File: src/rtl/mbox_fifo_pkg.sv
package mbox_fifo_pkg;

  // encoding of the per-cycle storage operation: {pop, push}
  typedef enum logic [1:0] {
    OP_IDLE = 2'b00,
    OP_PUSH = 2'b01,
    OP_POP  = 2'b10,
    OP_BOTH = 2'b11
  } fifo_op_e;

  function automatic int unsigned ptr_bits(input int unsigned depth);
    return (depth < 2) ? 1 : $clog2(depth);
  endfunction

endpackage

File: src/rtl/mbox_fifo_store.sv
module mbox_fifo_store
  import mbox_fifo_pkg::*;
#(
  parameter  int DW    = 32,
  parameter  int DEPTH = 16,
  localparam int AW    = ptr_bits(DEPTH),
  localparam int CW    = $clog2(DEPTH + 1),
  localparam int EW    = DW + 1
) (
  input  logic          clk,
  input  logic          rst,
  input  logic          flush,
  input  logic          push_req,
  input  logic [DW-1:0] push_data,
  input  logic          push_ack,
  input  logic          pop_req,
  output logic [DW-1:0] pop_data,
  output logic          pop_ack,
  output logic          pop_vld,
  output logic [CW-1:0] fill,
  output logic          drop
);

  logic [EW-1:0] mem [DEPTH];
  logic [AW-1:0] wptr, rptr;
  logic          is_full, is_empty, do_push, do_pop;
  fifo_op_e      op;

  assign is_full  = (fill == CW'(DEPTH));
  assign is_empty = (fill == '0);
  assign do_push  = push_req & ~is_full & ~flush;
  assign do_pop   = pop_req & ~is_empty & ~flush;
  assign drop     = push_req & is_full & ~flush;
  assign op       = fifo_op_e'({do_pop, do_push});

  function automatic logic [AW-1:0] bump(input logic [AW-1:0] p);
    return (p == AW'(DEPTH - 1)) ? '0 : p + AW'(1);
  endfunction

  // storage array: write port only, no reset, suits block RAM
  always_ff @(posedge clk) begin
    if (do_push) mem[wptr] <= {push_ack, push_data};
  end

  always_ff @(posedge clk) begin
    if (rst || flush) begin
      wptr <= '0;
      rptr <= '0;
      fill <= '0;
    end else begin
      case (op)
        OP_PUSH: begin
          wptr <= bump(wptr);
          fill <= fill + CW'(1);
        end
        OP_POP: begin
          rptr <= bump(rptr);
          fill <= fill - CW'(1);
        end
        OP_BOTH: begin
          wptr <= bump(wptr);
          rptr <= bump(rptr);
        end
        default: ;
      endcase
    end
  end

  // registered read port; an empty pop yields zero
  always_ff @(posedge clk) begin
    if (rst) begin
      pop_data <= '0;
      pop_ack  <= 1'b0;
      pop_vld  <= 1'b0;
    end else begin
      pop_vld <= do_pop;
      if (pop_req && !flush) begin
        if (is_empty) {pop_ack, pop_data} <= '0;
        else          {pop_ack, pop_data} <= mem[rptr];
      end
    end
  end

  AST_FILL_BOUND: assert property (@(posedge clk) disable iff (rst)
    fill <= CW'(DEPTH));
  AST_NO_OVERFLOW: assert property (@(posedge clk) disable iff (rst)
    (is_full && push_req && !pop_req && !flush) |=> (fill == CW'(DEPTH)));
  AST_EMPTY_READ: assert property (@(posedge clk) disable iff (rst)
    (is_empty && pop_req && !push_req && !flush) |=> (pop_data == '0 && fill == '0));
  AST_BALANCED: assert property (@(posedge clk) disable iff (rst)
    (push_req && pop_req && !is_full && !is_empty && !flush) |=> $stable(fill));
  AST_FLUSH_EMPTY: assert property (@(posedge clk) disable iff (rst)
    flush |=> (fill == '0));

endmodule

File: src/rtl/mbox_fifo_events.sv
module mbox_fifo_events (
  input  logic clk,
  input  logic rst,
  input  logic flush,
  input  logic flush_clr,
  input  logic drop,
  input  logic ovf_clr,
  input  logic pop_vld,
  input  logic pop_ack,
  input  logic rcv_ack,
  input  logic ack_clr,
  output logic irq_ack,
  output logic irq_flush,
  output logic ovf
);

  logic pend_q, eff_pend, ack_hit;

  // a flagged pop becomes pending in the same cycle its data is visible
  assign eff_pend = pend_q | (pop_vld & pop_ack);
  assign ack_hit  = rcv_ack & eff_pend & ~flush;

  always_ff @(posedge clk) begin
    if (rst) begin
      pend_q    <= 1'b0;
      irq_ack   <= 1'b0;
      irq_flush <= 1'b0;
      ovf       <= 1'b0;
    end else begin
      pend_q    <= (flush | ack_hit) ? 1'b0 : eff_pend;
      irq_ack   <= ack_hit | (irq_ack & ~ack_clr);
      irq_flush <= flush | (irq_flush & ~flush_clr);
      ovf       <= drop | (ovf & ~ovf_clr);
    end
  end

  AST_ACK_STICKY: assert property (@(posedge clk) disable iff (rst)
    (irq_ack && !ack_clr) |=> irq_ack);
  AST_ACK_QUIET: assert property (@(posedge clk) disable iff (rst)
    (!rcv_ack && !irq_ack) |=> !irq_ack);
  AST_FLUSH_STICKY: assert property (@(posedge clk) disable iff (rst)
    (flush || (irq_flush && !flush_clr)) |=> irq_flush);
  AST_OVF_STICKY: assert property (@(posedge clk) disable iff (rst)
    (drop || (ovf && !ovf_clr)) |=> ovf);

endmodule

File: src/rtl/mbox_fifo_tide.sv
module mbox_fifo_tide #(
  parameter int CW = 5
) (
  input  logic [CW-1:0] fill,
  input  logic [CW-1:0] low_mark,
  input  logic [CW-1:0] high_mark,
  output logic          irq_low,
  output logic          irq_high,
  output logic          irq_avail
);

  always_comb begin
    irq_low   = (fill <= low_mark);
    irq_high  = (fill >= high_mark);
    irq_avail = (fill != '0);
  end

endmodule

File: src/rtl/mbox_fifo_chan.sv
module mbox_fifo_chan #(
  parameter  int DW    = 32,
  parameter  int DEPTH = 16,
  localparam int CW    = $clog2(DEPTH + 1)
) (
  input  logic          clk,
  input  logic          rst,
  input  logic          snd_wr_en,
  input  logic [DW-1:0] snd_wr_data,
  input  logic          snd_wr_needack,
  input  logic          snd_flush,
  input  logic          snd_ack_clr,
  input  logic          snd_flush_clr,
  input  logic          snd_ovf_clr,
  input  logic [CW-1:0] cfg_low_mark,
  input  logic [CW-1:0] cfg_high_mark,
  input  logic          rcv_rd_en,
  input  logic          rcv_ack,
  output logic [DW-1:0] rcv_rd_data,
  output logic          rcv_rd_needack,
  output logic [CW-1:0] fill_level,
  output logic [CW-1:0] depth_value,
  output logic          ovf_sticky,
  output logic          irq_rcv_xfer,
  output logic          irq_snd_ack,
  output logic          irq_low_tide,
  output logic          irq_high_tide,
  output logic          irq_flush
);

  logic pop_vld, drop;

  assign depth_value = CW'(DEPTH);

  mbox_fifo_store #(.DW(DW), .DEPTH(DEPTH)) store_i (
    .clk       (clk),
    .rst       (rst),
    .flush     (snd_flush),
    .push_req  (snd_wr_en),
    .push_data (snd_wr_data),
    .push_ack  (snd_wr_needack),
    .pop_req   (rcv_rd_en),
    .pop_data  (rcv_rd_data),
    .pop_ack   (rcv_rd_needack),
    .pop_vld   (pop_vld),
    .fill      (fill_level),
    .drop      (drop)
  );

  mbox_fifo_events events_i (
    .clk       (clk),
    .rst       (rst),
    .flush     (snd_flush),
    .flush_clr (snd_flush_clr),
    .drop      (drop),
    .ovf_clr   (snd_ovf_clr),
    .pop_vld   (pop_vld),
    .pop_ack   (rcv_rd_needack),
    .rcv_ack   (rcv_ack),
    .ack_clr   (snd_ack_clr),
    .irq_ack   (irq_snd_ack),
    .irq_flush (irq_flush),
    .ovf       (ovf_sticky)
  );

  mbox_fifo_tide #(.CW(CW)) tide_i (
    .fill      (fill_level),
    .low_mark  (cfg_low_mark),
    .high_mark (cfg_high_mark),
    .irq_low   (irq_low_tide),
    .irq_high  (irq_high_tide),
    .irq_avail (irq_rcv_xfer)
  );

  AST_TIDE_EXCLUSIVE: assert property (@(posedge clk) disable iff (rst)
    (cfg_low_mark < cfg_high_mark) |-> !(irq_low_tide && irq_high_tide));
  AST_XFER_FOLLOWS: assert property (@(posedge clk) disable iff (rst)
    $rose(fill_level != '0) |-> irq_rcv_xfer);

endmodule

File: config.mk
export PLATFORM = sky130hd
export DESIGN_NAME = mbox_fifo_chan
export DESIGN_NICKNAME = d
export VERILOG_FILES = /design/src/rtl/mbox_fifo_pkg.sv /design/src/rtl/mbox_fifo_store.sv /design/src/rtl/mbox_fifo_events.sv /design/src/rtl/mbox_fifo_tide.sv /design/src/rtl/mbox_fifo_chan.sv
export SDC_FILE = /design/constraint.sdc
export NUM_CORES = 1
export LEC_CHECK = 0
export BUFFER_PORTS_ARGS = -buffer_cell sky130_fd_sc_hd__buf_2
export CAP_MARGIN = 20
export CORE_UTILIZATION = 40
export DETAILED_ROUTE_END_ITERATION = 6
export GPL_ROUTABILITY_DRIVEN = 0
export PLACE_DENSITY = 0.61
export SYNTH_ARGS = -nofsm -noshare
export SYNTH_HDL_FRONTEND = slang
export SYNTH_SLANG_ARGS = --single-unit
File: constraint.sdc
create_clock -name clk -period 7.3 [get_ports clk]
set_input_delay 0.365 -clock clk [delete_from_list [all_inputs] [get_ports clk]]
set_output_delay 0.365 -clock clk [all_outputs]
set_load 0.005 [all_outputs]
# == After elaboration in Yosys (flattened, before gate mapping) ==
# Memories as Yosys holds them, arrays and structs flattened. A register that Yosys moved wholly into a read port is not among the register bits.
# Cells that the tools add are included.
# op_classes
order_cmp,2
reduce_logical,9
eq_ne,6
bitwise,23
muxes,9
add_sub_neg,4
# op_table
op,count
$mux W32,1
$mux W4,4
$and A1 B1 Y1,12
$pmux W5 S2,1
$add A4 B1 Y4 const B,2
$eq A4 B4 Y1 const B,2
$not A1 Y1,6
$reduce_or A2 Y1,3
$add A5 B1 Y5 const B,1
$eq A5 B5 Y1 const B,1
$ge A5 B5 Y1,1
$le A5 B5 Y1,1
$logic_not A5 Y1,1
$or A1 B1 Y1,5
$reduce_bool A5 Y1,1
$sub A5 B1 Y5 const B,1
$eq A2 B2 Y1 const B,2
$mux W1,3
$eq A2 B1 Y1 const B,1
$reduce_bool A2 Y1,1
$logic_and A1 B1 Y1,1
$logic_not A1 Y1,1
$logic_or A1 B1 Y1,1
# word_totals
elab_cells,64
memories,1
regBits,51
output_inout_bits,49
mem_bits_rw,528
# mem_list
name,words,width,rd,rd_clocked_by_memory_dff,write_ports,line,source
store_i.mem,16,33,1,1,1,mbox_fifo_store.sv:24,logic [EW-1:0] mem [DEPTH];

# == Logic depth before layout (Yosys ltp) ==
# logic_depth
ltp_word,8
mapped_depth,12

# == Modules after synthesis ==
# Synthesis repeated with hierarchy kept, for this count alone.
# unflattened
cells_unflattened,1065
hier_area_um2,22547.9
# by_module_without_submodules
module,cells_per_inst,seq_area_each_um2,n_inst,area_per_inst_um2
mbox_fifo_store,1010,16876.2,1,22112.5
mbox_fifo_tide,33,0.0,1,247.7
mbox_fifo_events,15,80.1,1,142.6
mbox_fifo_chan,7,0.0,1,45.0

# == Least setup slack after synthesis ==
# Ideal clock, no wire load.
# synth_path
path_kind,register -> register
start,reg store_i.fill[2]
end,reg store_i.fill[4]
required_ns,7.176
arrival_ns,2.529
path_buffers,2
setup_time_ns,0.124
period_less_slack_ns,2.653
slack_ns,4.647
stages_incl_launch_ff,13
cell_sequence,dfxtp_1 buf_2 nor4_4 a21oi_2 inv_1 ha_1 clkbuf_1 xor2_1 ha_1 or2_2 a31oi_1 a21oi_1 nand3b_1
# synth_via
elab_chain_cells,6
# synth_lines
item,line,source
from (decl),mbox_fifo_store.sv:20,"output logic [CW-1:0] fill,"
from (signal assigned),mbox_fifo_store.sv:54,fill <= fill + CW'(1);
from (signal assigned),mbox_fifo_store.sv:58,fill <= fill - CW'(1);
$eq A5 B5 Y1 or $logic_not A5 Y1 (tied branches),"mbox_fifo_store.sv:29, mbox_fifo_store.sv:30",
"$not A1 Y1, on equally long branches","mbox_fifo_store.sv:31, mbox_fifo_store.sv:32",
"$and A1 B1 Y1, on equally long branches (2 in series)","mbox_fifo_store.sv:31, mbox_fifo_store.sv:32",
$eq A2 B2 Y1 or $eq A2 B1 Y1 (tied branches),mbox_fifo_store.sv:51,case (op)
$pmux W5 S2 or $reduce_bool A2 Y1 (tied branches),--,
# Several ways; a longest one is shown, not always the timed one.
# A chain may end at the register's enable or synchronous reset.

==> run summary <==
The run finished with clean final reports. The number of global-route vias before repair came out at 11000. The count of nets left with antenna violations once routing finished came out at 0. Along the worst path, the maximum fanout reaches 91. For the final setup violation count, the log shows 0.

In this run, the number of DRC markers left after iteration 0 of detailed routing was 927. At the worst endpoint, the arrival time is 3.62 ns. Of all cell types, the one taking the most synthesized area is sky130_fd_sc_hd__edfxtp_1. The post-CTS clock slew at the launch and capture registers of the worst setup and hold paths is 0.06 ns, and the register bit total from synthesis is 583. Detailed placement ended at an HPWL of 25.1 mm. The primary flip-flop cell chosen by synthesis mapping was sky130_fd_sc_hd__edfxtp_1. For this run the aggregate overflow at the end of global routing stands at 0.

Power spread over the standard cell area amounts to 257 nW/um^2. Setup repair after global routing left no endpoint under its margin. Adding up every negative setup slack in the final design gives 0 ns. For this block, the routed nets add up to 47.4 mm of wire. From synthesis to final layout, the design area changed by 13.7%. For the synthesized instance count, the log shows 1095.

Buffers inserted during clock tree synthesis total 56. The setup path with the least slack is of type register to register. The run gives 92 as the pin count of the biggest net entering global routing. In this run the core area contains 86 standard-cell rows. The share of the Yosys chip area taken by registers is 75.1%. The run gives 0 as the count of pins over their slew limit. The cell at the root of the clock tree is sky130_fd_sc_hd__clkbuf_16.

The logs give 7.79 ns for the required time reported for the critical path endpoint and 4.18 ns for the slack of the worst reg-to-reg path. In the routed layout, each cell is associated on average with a via count of 5.33. Timing would allow up to 320 MHz. The period utilization was 42.8%.

The tools report the final-report hold violation count as 0. The die span in y was 240 microns; the worst clock skew was 0.0196 ns. The total chip power is 6.59 mW, and the cell area after synthesis is 22600 sq um. VDD sags by at most 0.185 mV. After synthesis, the netlist uses 48 different library cells. The die covers 57400 sq um.

After routing the design area is 25700 sq um. STA classifies the critical path endpoint as a register. The tools report the number of clock sinks as 583. TritonCTS built the clock tree. The tools report the clock tree buffer depth as 3.

The ratio of cells with drive above 1 in the final layout is 28.4%, and the number of flops mapped to enable cells by yosys is 528. Max-cap violations in this run came to 0. The floorplan step set the die width to 240 microns. Global routing used 17.0% of the available tracks. Clock network latency to the later pin of the worst-skew pair: 0.61 ns. Total number of yosys warnings: 0. In the final routed layout, each cell accounts on average for 23.7 microns. For this run, the detailed router's first-pass iteration total came to 5. The total leakage power is 8.17 nW. Once layout is complete, the utilization of the core stands at 46.3%. Slew at the pin closest to its max-slew limit: 1.04 ns. In this run the post-CTS setup repair buffer count came out at 0. The shortest clock period the worst path allows after layout is 3.12 ns, and the number of port buffers is 95.

For this configuration, the core starts out at a cell density of 40.7%. Dividing the synthesized area by the synthesized cell count gives 20.6 sq um. The min-delay analysis places its worst path in the category input pin to register. The run gives 70.8 mm as the first-pass GRT wire length. By area the synthesized netlist is led by sky130_fd_sc_hd__edfxtp_1, sky130_fd_sc_hd__mux4_2, sky130_fd_sc_hd__dfxtp_1, sky130_fd_sc_hd__mux2i_1, sky130_fd_sc_hd__a22o_1. The region available for standard cell placement spans 55400 sq um. Of the post-synthesis cell area, the dominant cell type holds 70.2%. After detailed routing, the number of remaining DRC violations is 0. The layout filler cell count is 4627, and the share of flip-flops with an asynchronous set or reset is 0%.

After the last flow step, the layout net total stands at 1279. The run gives 2 as the number of antenna violations at the first check in global routing. In this run the tightest slew margin relative to its limit is 30.7%.

For the post-detailed-placement cell area, the log shows 23800 sq um. During I/O placement, the number of pins put on the boundary was 101. The startpoint type of the worst setup path is a register.

The H-tree generated during clock tree synthesis spans 2 levels. The tools report the via count as 10700.
==> final timing paths <==
check,start,cells after the start,end
max,register,6,store_i.pop_data[30]
min,snd_ack_clr,3,events_i.irq_ack
max reg2reg,register,6,store_i.pop_data[30]
min reg2reg,store_i.pop_data[6],1,store_i.pop_data[6]
==> cells in the final DEF (no fill, tap or decap), types with 4 or more instances in the layout <==
cell / n
sky130_fd_sc_hd__conb_1: 5
sky130_fd_sc_hd__a21o_1: 4
sky130_fd_sc_hd__mux2i_1: 35
sky130_fd_sc_hd__nor2_1: 16
sky130_fd_sc_hd__dfxtp_1: 51
sky130_fd_sc_hd__buf_2: 95
sky130_fd_sc_hd__a21oi_1: 45
sky130_fd_sc_hd__ha_1: 18
sky130_fd_sc_hd__a31oi_1: 4
sky130_fd_sc_hd__clkbuf_8: 4
sky130_fd_sc_hd__nor3_1: 4
sky130_fd_sc_hd__mux4_2: 132
sky130_fd_sc_hd__and2_2: 16
sky130_fd_sc_hd__xor2_1: 5
sky130_fd_sc_hd__clkbuf_16: 58
sky130_fd_sc_hd__o21a_1: 5
sky130_fd_sc_hd__clkbuf_1: 16
sky130_fd_sc_hd__nand2_1: 5
sky130_fd_sc_hd__a22o_1: 33
sky130_fd_sc_hd__clkinv_2: 9
sky130_fd_sc_hd__edfxtp_1: 528
sky130_fd_sc_hd__buf_4: 18
sky130_fd_sc_hd__clkinv_1: 11
sky130_fd_sc_hd__nor2b_1: 37
sky130_fd_sc_hd__a211oi_1: 33
sky130_fd_sc_hd__inv_1: 15
==> registers in the layout, indices dropped and copies added, names as in the netlist, named ones only <==
register	flops
events_i.pend_q	1
events_i.ovf	1
events_i.irq_ack	1
store_i.rptr	4
events_i.irq_flush	1
store_i.pop_data	32
store_i.pop_vld	1
store_i.mem	528
store_i.wptr	4
store_i.pop_ack	1
store_i.fill	5
==> logic make-up after synthesis <==
logic type               after synthesis  synth area share (%)
AO/OA/AOI/OAI                        134                  4.10
XOR/XNOR                               7                 0.272
adder cells (fa/ha/maj)               18                 0.998
buffers and inverters                 80                  1.97
flip-flops                           583                  75.1
multiplexers                         167                  14.7
other                                  2                0.0333
AND/OR/NAND/NOR                      104                  2.78
==> critical path: stages (launching register included) <==
cell and delay (ns):
sky130_fd_sc_hd__dfxtp_4 0.94, sky130_fd_sc_hd__buf_12 0.61, sky130_fd_sc_hd__mux4_2 0.59, sky130_fd_sc_hd__nor2b_1 0.14, sky130_fd_sc_hd__a211oi_1 0.23, sky130_fd_sc_hd__a21oi_1 0.06, sky130_fd_sc_hd__a22o_1 0.27
==> through the flow <==
| stage | std cells | hold WS, ns | setup slack [ns] |
|---|---|---|---|
| after global placement | 1895 | 0.463 | 4.09 |
| after detailed placement | 1895 | 0.467 | 4.09 |
| after CTS | 2000 | 0.0125 | 4.08 |
| after floorplan | 1098 | 0.437 | 4.65 |
| final | 2005 | 0.0385 | 4.18 |
| after global routing | 2003 | 0.0462 | 3.84 |
==> layer usage <==
layer | up-vias | share of wire (%) | GRT usage (%)
li1 | 4736 | - | -
met1 | 5646 | 44 | 23.2
met2 | 224 | 49 | 28.1
met3 | 78 | 4.4 | 2.82
met4 | 4 | 2.3 | 4.62
met5 | - | 0.040 | 0
==> Yosys cell counts (2+ instances only) <==
master                     number
sky130_fd_sc_hd__edfxtp_1     528
sky130_fd_sc_hd__mux4_2       132
sky130_fd_sc_hd__dfxtp_1       55
sky130_fd_sc_hd__a21oi_1       45
sky130_fd_sc_hd__nor2b_1       38
sky130_fd_sc_hd__mux2i_1       35
sky130_fd_sc_hd__a211oi_1      33
sky130_fd_sc_hd__a22o_1        33
sky130_fd_sc_hd__buf_2         25
sky130_fd_sc_hd__clkbuf_1      19
sky130_fd_sc_hd__ha_1          18
sky130_fd_sc_hd__nor2_1        17
sky130_fd_sc_hd__and2_1        16
sky130_fd_sc_hd__inv_1         15
sky130_fd_sc_hd__buf_4         11
sky130_fd_sc_hd__buf_6          8
sky130_fd_sc_hd__nand2_1        5
sky130_fd_sc_hd__o21a_1         5
sky130_fd_sc_hd__xor2_1         5
sky130_fd_sc_hd__a21o_1         4
sky130_fd_sc_hd__a31oi_1        4
sky130_fd_sc_hd__nor3_1         4
sky130_fd_sc_hd__nand2b_1       3
sky130_fd_sc_hd__nand3_1        3
sky130_fd_sc_hd__nor3b_1        3
sky130_fd_sc_hd__o21ai_0        3
sky130_fd_sc_hd__or4_1          3
sky130_fd_sc_hd__and3_1         2
sky130_fd_sc_hd__conb_1         2
sky130_fd_sc_hd__or2_2          2
sky130_fd_sc_hd__xnor2_1        2
==> cell type report <==
type                    count  area, sq um  share of cell area [%]
flip-flops and latches    583        17000                    66.1
clock inverters            26          208                   0.809
repair buffers            118          708                    2.76
well taps                 748          936                    3.65
inverters                  15         56.3                   0.219
diodes                      2         5.00                  0.0195
clock buffers              78         1570                    6.10
multi-input cells         435         5220                    20.3
==> where the power goes <==
group	leakage (nW)	total, mW	switching, mW	internal, mW
Sequential	5.20	3.65	0.00656	3.65
Clock	0.864	2.81	1.21	1.60
Combinational	2.10	0.130	0.0841	0.0464
==> what timing repair did <==
item                      4_1_cts  5_1_grt
hold endpoints to repair        2        0
hold buffers                    1        0
resized for setup               0        0
Power figures use the tool's default switching activity.
